$ cat src/rtl/strided_issue_pkg.sv
// Shared types and defaults for the strided vector load issuer.
// Assumes: nothing beyond IEEE 1800-2017.
package strided_issue_pkg;
    localparam int unsigned DEF_ADDR_W    = 16;
    localparam int unsigned DEF_BANK_BITS = 2;
    localparam int unsigned DEF_CNT_W     = 8;

    typedef enum logic {
        SEQ_IDLE = 1'b0,
        SEQ_RUN  = 1'b1
    } seq_state_t;
endpackage

$ cat src/rtl/sv_addr_walker.sv
// Holds the running element address and the stride of the current load.
// Loads base and stride on load_i; adds the stride on every step_i.
// Assumes: load_i and step_i are never high in the same cycle.
module sv_addr_walker #(
    parameter int unsigned ADDR_W = 16
) (
    input  logic              clk,
    input  logic              rst_n,
    input  logic              load_i,
    input  logic [ADDR_W-1:0] base_i,
    input  logic [ADDR_W-1:0] stride_i,
    input  logic              step_i,
    output logic [ADDR_W-1:0] addr_o,
    output logic [ADDR_W-1:0] stride_o
);
    logic [ADDR_W-1:0] addr_q;
    logic [ADDR_W-1:0] stride_q;

    // Capture on load, otherwise advance by the stride on each issue.
    always_ff @(posedge clk) begin
        if (!rst_n) begin
            addr_q   <= '0;
            stride_q <= '0;
        end else if (load_i) begin
            addr_q   <= base_i;
            stride_q <= stride_i;
        end else if (step_i) begin
            addr_q   <= addr_q + stride_q;
        end
    end

    assign addr_o   = addr_q;
    assign stride_o = stride_q;
endmodule

$ cat src/rtl/sv_bank_decoder.sv
// Decodes a bank number into a one-hot chip-enable, gated by enable_i.
// Assumes: NBANKS = 2**SEL_W.
module sv_bank_decoder #(
    parameter int unsigned SEL_W = 2,
    localparam int unsigned NBANKS = 1 << SEL_W
) (
    input  logic [SEL_W-1:0]  sel_i,
    input  logic              enable_i,
    output logic [NBANKS-1:0] onehot_o
);
    genvar gi;
    generate
        for (gi = 0; gi < NBANKS; gi++) begin : g_line
            // One output line per bank: high only when its number is selected.
            assign onehot_o[gi] = enable_i && (sel_i == SEL_W'(gi));
        end
    endgenerate
endmodule

$ cat src/rtl/sv_issue_sequencer.sv
// Control for one vector load: accepts a start while idle, counts issued
// elements, and pulses done in the cycle after the last one.
// Assumes: can_issue_i reflects the target bank of the current address.
module sv_issue_sequencer
    import strided_issue_pkg::*;
#(
    parameter int unsigned CNT_W = 8
) (
    input  logic             clk,
    input  logic             rst_n,
    input  logic             start_i,
    input  logic [CNT_W-1:0] count_i,
    input  logic             can_issue_i,
    output logic             load_o,
    output logic             issue_o,
    output logic             ready_o,
    output logic             done_o
);
    seq_state_t       state_q;
    logic [CNT_W-1:0] remain_q;
    logic             done_q;

    // Decode accept and issue from the state.
    always_comb begin
        ready_o = (state_q == SEQ_IDLE);
        load_o  = ready_o && start_i;
        issue_o = (state_q == SEQ_RUN) && can_issue_i;
    end

    // Track the remaining count and raise done after the final issue.
    always_ff @(posedge clk) begin
        if (!rst_n) begin
            state_q  <= SEQ_IDLE;
            remain_q <= '0;
            done_q   <= 1'b0;
        end else begin
            done_q <= 1'b0;
            if (load_o) begin
                if (count_i == '0) begin
                    done_q <= 1'b1;
                end else begin
                    state_q  <= SEQ_RUN;
                    remain_q <= count_i;
                end
            end else if (issue_o) begin
                remain_q <= remain_q - 1'b1;
                if (remain_q == CNT_W'(1)) begin
                    state_q <= SEQ_IDLE;
                    done_q  <= 1'b1;
                end
            end
        end
    end

    assign done_o = done_q;
endmodule

$ cat src/rtl/strided_load_issuer.sv
// Top of the strided vector load issuer. Walks base + k*stride and sends
// one request per cycle to the bank picked by the low address bits, waiting
// while that bank is busy.
// Assumes: bank_busy_i is synchronous to clk.
module strided_load_issuer
    import strided_issue_pkg::*;
#(
    parameter int unsigned ADDR_W    = DEF_ADDR_W,
    parameter int unsigned BANK_BITS = DEF_BANK_BITS,
    parameter int unsigned CNT_W     = DEF_CNT_W,
    localparam int unsigned NBANKS   = 1 << BANK_BITS,
    localparam int unsigned ROW_W    = ADDR_W - BANK_BITS
) (
    input  logic              clk,
    input  logic              rst_n,
    input  logic              start_i,
    input  logic [ADDR_W-1:0] base_i,
    input  logic [ADDR_W-1:0] stride_i,
    input  logic [CNT_W-1:0]  count_i,
    input  logic [NBANKS-1:0] bank_busy_i,
    output logic              ready_o,
    output logic              issue_o,
    output logic [NBANKS-1:0] bank_en_o,
    output logic [ROW_W-1:0]  row_addr_o,
    output logic              done_o
);
    logic [ADDR_W-1:0]    addr_q;
    logic [ADDR_W-1:0]    stride_q;
    logic [BANK_BITS-1:0] bank_sel;
    logic                 can_issue;
    logic                 load;

    // Split the running address into bank number and in-bank address.
    always_comb begin
        bank_sel   = addr_q[BANK_BITS-1:0];
        can_issue  = !bank_busy_i[bank_sel];
        row_addr_o = issue_o ? addr_q[ADDR_W-1:BANK_BITS] : '0;
    end

    sv_issue_sequencer #(.CNT_W(CNT_W)) u_seq (
        .clk         (clk),
        .rst_n       (rst_n),
        .start_i     (start_i),
        .count_i     (count_i),
        .can_issue_i (can_issue),
        .load_o      (load),
        .issue_o     (issue_o),
        .ready_o     (ready_o),
        .done_o      (done_o)
    );

    sv_addr_walker #(.ADDR_W(ADDR_W)) u_walk (
        .clk      (clk),
        .rst_n    (rst_n),
        .load_i   (load),
        .base_i   (base_i),
        .stride_i (stride_i),
        .step_i   (issue_o),
        .addr_o   (addr_q),
        .stride_o (stride_q)
    );

    sv_bank_decoder #(.SEL_W(BANK_BITS)) u_dec (
        .sel_i    (bank_sel),
        .enable_i (issue_o),
        .onehot_o (bank_en_o)
    );
endmodule

$ cat config.mk
export PLATFORM = sky130hd
export DESIGN_NAME = strided_load_issuer
export DESIGN_NICKNAME = d
export VERILOG_FILES = /design/src/rtl/strided_issue_pkg.sv /design/src/rtl/sv_addr_walker.sv /design/src/rtl/sv_bank_decoder.sv /design/src/rtl/sv_issue_sequencer.sv /design/src/rtl/strided_load_issuer.sv
export SDC_FILE = /design/constraint.sdc
export NUM_CORES = 1
export LEC_CHECK = 0
export CAP_MARGIN = 15
export CORE_ASPECT_RATIO = 0.6
export CORE_MARGIN = 1.5
export CORE_UTILIZATION = 40
export CTS_BUF_LIST = sky130_fd_sc_hd__clkbuf_4 sky130_fd_sc_hd__clkbuf_8
export DETAILED_ROUTE_END_ITERATION = 10
export PLACE_DENSITY = 0.67
export SETUP_SLACK_MARGIN = 0.1
export SYNTH_ARGS = -nofsm -noshare
export SYNTH_HDL_FRONTEND = slang
export SYNTH_SLANG_ARGS = --single-unit
$ cat constraint.sdc
create_clock -name clk -period 2.7 [get_ports clk]
set_clock_uncertainty 0.1 [all_clocks]
set_input_delay 0.405 -clock clk [delete_from_list [all_inputs] [get_ports clk]]
set_output_delay 0.405 -clock clk [all_outputs]
set_load 0.005 [all_outputs]
==> results.tsv, run 1 <==
stage	metric	value	unit
clocking	clock tree root driver cell	clkbuf_8	
setup_path	worst path required time	2.19	ns
drt	WL/cell	14.7	um
timing	Final Critical Period	2.56	ns
finish	Layout Utilization	54.6	%
setup_path	crit path kind	input pin to primary output	
timing	fmax	0.390	GHz
grt	global route overflow	0	
grt	total track usage	20.5	%
place	Post-DP Area	0.00351	mm2
grt	global-route wire length before repair	12200	um
drt	initial DRC count	136	
drt	final routed DRC violation total	0	
floorplanning	Ports	68	
synthesis	Yosys cell types	57	
finish	P&R area growth vs syn	31.9	%
setup_path	Slowest cell on crit path	clkdlybuf4s50_1	
floorplanning	Rows	23	
synthesis	synthesized instance count	351	
power_and_ir_drop	IR drop worst, VDD	0.182	mV
timing	Slew @ Worst Pin	0.434	ns
synthesis	most common cell in the netlist	nand2_1	
drt	drt total wl	7450	um
grt	GR met3 Demand/Resource	4.13	%
clocking	clk_lat worst skew	0.30	ns
grt	GR peak layer	met2	
synthesis	leading register cell type out of synthesis	dfxtp_1	
floorplanning	die area	0.00746	mm2
synthesis	Commonest cells post-synth	nand2_1 (59), dfxtp_1 (42), nor2_1 (33), a21oi_1 (32), and2_1 (18)	
timing	Slew headroom	70.8	%
synthesis	Seq/Total Area, Yosys	30.3	%
floorplanning	Die Wd	111	um
finish	final net count	485	
drt	vias per cell	5.26	
floorplanning	die height	67.5	um
synthesis	EDFF count, synth	0	
grt	initial antenna violation count	0	
place	Post-Place Cells	496	
floorplanning	Initial Utilization	41.4	%
place	final HPWL from detailed placement	5370	um
drt	DR pass1 iterations	4	
setup_path	cells along the critical path	clkdlybuf4s50_1 > nand2b_1 > o21a_1 > o21a_4 > clkinv_8 > and2_1 > clkdlybuf4s50_1	
timing	Final WS setup	0.138	ns
synthesis	leading post-synthesis cells by cell area	dfxtp_1 (30%), nand2_1 (8.0%), ha_1 (7.7%)	
synthesis	share of the synthesized area in the top cell type	30.3	%
setup_path	cell mode on critical path	clkdlybuf4s50_1	
timing	setup TNS	0	ns
timing	Worst Hold Slack	0.364	ns
place	I/O Buffers	67	
finish	layout cells sized above 1	9.26	%
timing	Slew Limit Fails	0	
setup_path	endpoint class of the critical path	primary output	
clocking	CTS HTree Levels	2	
grt	vias in the first global route	2502	
clocking	Reg clk slew, reported paths	0.08	ns
clocking	CTS max path bufs	2	
synthesis	post-synthesis register bit count	42	
synthesis	Post-synth ARST share	0	%
min_path	Hold Path Depth	2	
flow_run	max_cap viols	0	
synthesis	Synth area leader	dfxtp_1	
finish	number of diodes	0	
setup_path	R2R depth	9	
timing	Tcrit/Tclk final	94.9	%
power_and_ir_drop	P per Cell Area	462	mW/mm2
floorplanning	core area	0.00671	mm2
setup_path	Setup crit start kind	input pin	
power_and_ir_drop	LEAKAGE	1.53	nW
min_path	hold crit path type	flop to flop	
finish	design area	0.00366	mm2
clocking	CTS tree	done	
clocking	clk sinks	42	
synthesis	syn_nets	416	
timing	Setup violations, final	0	
timing	Final Hold Viols	0	
setup_path	Largest stage delay, worst path	0.45	ns
setup_path	critical path arrival	2.06	ns
grt	largest net degree at the start of global routing	46	
setup_path	Max FO, Critical Path	12	
clocking	Num CTS Buffers	5	
synthesis	Mean Syn Cell Area	7.91	um2
drt	total number of vias	2671	
timing	RSZ-0062 raised after global routing	true	
drt	ANT nets after route	0	
grt	GR Layer Usage met1	28.3	%
synthesis	Synth Warn #	0	
grt	GRT met2 Usage	33.3	%
finish	non-filler cells, final	508	
synthesis	synthesized cell area	0.00278	mm2
run_status	status	finished clean	
place	Final Wtd Congestion	0.874	
place	worst slack, placed	0.00554	ns
power_and_ir_drop	post-layout power	1.69	mW
final cells by class:
class,count,area [um2]
Clock buffer,7,90.1
Sequential cell,42,845
Tap cell,87,109
Timing Repair Buffer,81,781
Fill cell,662,3040
Clock inverter,1,5.00
Inverter,7,38.8
Multi-Input combinational cell,282,1780
Timing Repair inverter,1,11.3
critical path: cells and delay by family:
kind | cells | cell delay [ns]
buffers and inverters | 3 | 1.00
AO/OA/AOI/OAI | 2 | 0.36
AND/OR/NAND/NOR | 2 | 0.28
where the power goes:
| group | internal (mW) | total (mW) | switching (mW) |
|---|---|---|---|
| clock | 0.217 | 0.446 | 0.229 |
| combinational | 0.250 | 0.520 | 0.270 |
| sequential | 0.675 | 0.726 | 0.0505 |
placed cells by master, fill, tap and decap left out, types with 4 or more instances in the layout:
master	netlist	routed
a21boi_0	12	12
a21o_1	7	7
a21oi_1	32	32
a311oi_1	5	5
a31oi_1	5	5
and2_1	18	17
buf_4	1	14
clkbuf_8	2	6
clkdlybuf4s50_1	0	65
dfxtp_1	42	41
ha_1	17	17
inv_1	6	6
nand2_1	59	59
nand3_1	4	4
nor2_1	33	33
nor3_1	7	7
o211ai_1	5	5
o21ai_0	11	11
o21ai_1	5	5
xnor2_1	7	7
flip-flops by register name, indices dropped and copies added, names as in the netlist:
register         cells
u_seq.done_o         1
u_walk.stride_o     16
u_seq.state_q        1
u_walk.addr_o       16
u_seq.remain_q       8
timing repair:
action | in CTS | in global routing
gates resized for setup | 3 | 5
setup buffers | 0 | 3
cloned | 1 | 0
hold buffers | 0 | 0
setup endpoints to repair | 14 | 14
kinds of logic after synthesis:
| group | share of synthesized area (%) |
|---|---|
| AOI/OAI and AO/OA | 26.7 |
| xor gates and xnor gates | 3.74 |
| and+or+nand+nor | 24.2 |
| DFF | 30.3 |
| adders and majority gates | 8.39 |
| buffers and inverters | 5.95 |
| muxes | 0.721 |
metal layers:
metal / up-vias / part of all wire [%]
li1: 1373 / -
met1: 1221 / 53
met2: 69 / 41
met3: 8 / 5.0
met4: 0 / 1.1
met5: - / 0
path summary, 6_finish.rpt:
kind                                        start                              end  slack, ns
setup / recovery                   bank_busy_i[2]                    row_addr_o[9]       0.14
hold / removal    u_walk.stride_o[0]$_SDFFE_PN0P_  u_walk.stride_o[0]$_SDFFE_PN0P_       0.36
setup reg to reg    u_walk.addr_o[0]$_SDFFE_PN0P_   u_walk.addr_o[14]$_SDFFE_PN0P_       0.26
hold reg to reg   u_walk.stride_o[0]$_SDFFE_PN0P_  u_walk.stride_o[0]$_SDFFE_PN0P_       0.36
Note: power is estimated with default switching activity, not from simulation.
==> inputs of run 2 (changes only) <==
CORE_UTILIZATION = 28   (was 40)
PLACE_DENSITY = not set   (was 0.67)
==> run 2 against run 1 <==
Net effect:
- die area up 41%
- clock power down 10%
- clock-buffer cell count down 2
==> results.tsv, run 2 (synthesized netlist as in run 1, its figures left out) <==
stage	metric	value	unit
run_status	status	finished clean	
clocking	Post-CTS Hold Buffers	0	
clocking	CTS tree	done	
setup_path	endpoint class of the critical path	primary output	
drt	ANT nets after route	0	
power_and_ir_drop	Switching Share	33.3	%
power_and_ir_drop	LEAKAGE	1.54	nW
power_and_ir_drop	P per Cell Area	445	mW/mm2
setup_path	Largest stage delay, worst path	0.49	ns
setup_path	crit path kind	input pin to primary output	
power_and_ir_drop	P_sw	0.547	mW
drt	initial DRC count	197	
clocking	Num CTS Buffers	5	
floorplanning	die height	80.1	um
setup_path	R2R depth	9	
min_path	hold crit path type	flop to flop	
clocking	clock tree root driver cell	clkbuf_8	
floorplanning	Rows	27	
timing	Final Critical Period	2.55	ns
setup_path	worst path required time	2.19	ns
setup_path	cell mode on critical path	clkdlybuf4s50_1	
setup_path	Slowest cell on crit path	clkdlybuf4s50_1	
min_path	Hold Path Depth	2	
place	I/O Buffers	67	
drt	final routed DRC violation total	0	
timing	Slew Limit Fails	0	
power_and_ir_drop	IR drop worst, VDD	0.174	mV
drt	total number of vias	2661	
timing	Final Hold Viols	0	
drt	WL/cell	14.4	um
setup_path	cells along the critical path	clkdlybuf4s50_1 > nand2b_1 > o21a_1 > o21a_4 > inv_8 > and2_1 > clkdlybuf4s50_1	
grt	global route overflow	0	
timing	Setup violations, final	0	
clocking	clk_lat worst skew	0.30	ns
finish	most common cell after layout, fill and taps aside	clkdlybuf4s50_1	
finish	most frequent cells in the layout	clkdlybuf4s50_1 (63), nand2_1 (59), dfxtp_1 (41)	
clocking	Reg clk slew, reported paths	0.08	ns
power_and_ir_drop	Comb pwr share	31.5	%
place	final HPWL from detailed placement	5720	um
grt	initial antenna violation count	0	
finish	design area	0.00369	mm2
place	Final Wtd Congestion	0.898	
place	Post-DP Area	0.00357	mm2
clocking	clk sinks	42	
floorplanning	core area	0.00939	mm2
drt	drt total wl	7900	um
setup_path	Max FO, Critical Path	11	
setup_path	critical path arrival	2.05	ns
grt	total track usage	15.9	%
power_and_ir_drop	Clk pwr share	24.4	%
grt	vias in the first global route	2591	
finish	number of diodes	0	
clocking	CTS HTree Levels	2	
setup_path	Setup crit start kind	input pin	
timing	RSZ-0062 raised after global routing	true	
floorplanning	die area	0.0105	mm2
floorplanning	Die Wd	132	um
power_and_ir_drop	Int Pwr	1.10	mW
timing	Tcrit/Tclk final	94.5	%
drt	DR pass1 iterations	5	
drt	vias per cell	4.86	
finish	final net count	482	
grt	largest net degree at the start of global routing	36	
floorplanning	Ports	68	
finish	P&R area growth vs syn	33.0	%
timing	fmax	0.392	GHz
finish	layout cells sized above 1	8.15	%
flow_run	max_cap viols	0	
power_and_ir_drop	share of power burned in registers	44.2	%
timing	Slew @ Worst Pin	0.462	ns
timing	setup TNS	0	ns
timing	Slew headroom	68.9	%
clocking	CTS max path bufs	2	
floorplanning	Initial Utilization	29.5	%
grt	global-route wire length before repair	13200	um
[run 2: cell types whose count changed in the layout (fill, tap and decap cells not counted)]
cell | previous run | this run
and2_4 | 1 | 0
and2_1 | 17 | 18
clkdlybuf4s50_1 | 65 | 63
buf_4 | 14 | 10
clkinv_2 | 1 | 2
dlymetal6s2s_1 | 2 | 4
clkbuf_4 | 1 | 0
buf_12 | 0 | 1
clkbuf_8 | 6 | 5
[run 2: power by group through the flow]
stage,combinational [mW],sequential (mW),clock [mW]
finish,0.517,0.726,0.400
global route,0.580,0.735,0.446
CTS,0.521,0.726,0.426
detailed placement,0.510,0.740,0
global placement,0.499,0.739,0
floorplan,0.350,0.721,0
[run 2: worst paths after layout]
check                             startpoint  slack [ns]                               to
max                           bank_busy_i[2]        0.15                    row_addr_o[8]
min          u_walk.stride_o[2]$_SDFFE_PN0P_        0.37  u_walk.stride_o[2]$_SDFFE_PN0P_
max reg2reg    u_walk.addr_o[0]$_SDFFE_PN0P_        0.27   u_walk.addr_o[14]$_SDFFE_PN0P_
min reg2reg  u_walk.stride_o[2]$_SDFFE_PN0P_        0.37  u_walk.stride_o[2]$_SDFFE_PN0P_
[run 2: final cells by class]
cell class / count / area (um2)
clock inverter: 2 / 10.0
timing repair buffer: 78 / 776
multi-input combinational: 282 / 1780
sequential: 42 / 845
timing repair inverter: 1 / 11.3
inverter: 7 / 38.8
tap: 130 / 163
clock buffer: 5 / 68.8
fill: 1000 / 5700
[run 2: routing by layer]
layer / wire length (um) / global-route usage [%]
met2: 3130 / 23.6
met4: 97 / 4.44
met3: 473 / 3.72
met5: 0 / 0
met1: 4200 / 22.7
[run 2: critical path: cells and delay by family]
kind	cells	cell delay, ns
compound gates	2	0.36
buf+inv	3	0.99
simple gates	2	0.28
[run 2: through the flow]
stage                     cells  setup WS (ns)  utilization, %  hold slack (ns)  total power, mW
after floorplan             351          0.540               -            0.340             1.07
after global placement      538         0.0499            38.0            0.345             1.24
after detailed placement    538         0.0116            38.0            0.356             1.25
after CTS                   546          0.106            39.1            0.374             1.67
after global routing        547         0.0395            39.3            0.399             1.76
final                       547          0.148            39.3            0.369             1.64
[run 2: repair_timing]
item / in CTS / in global routing
cloned: 1 / 0
resized for setup: 4 / 5
setup buffers: 0 / 1
endpoints found under the setup margin: 15 / 14
pin swaps: 0 / 1
endpoints found under the hold margin: 0 / 0
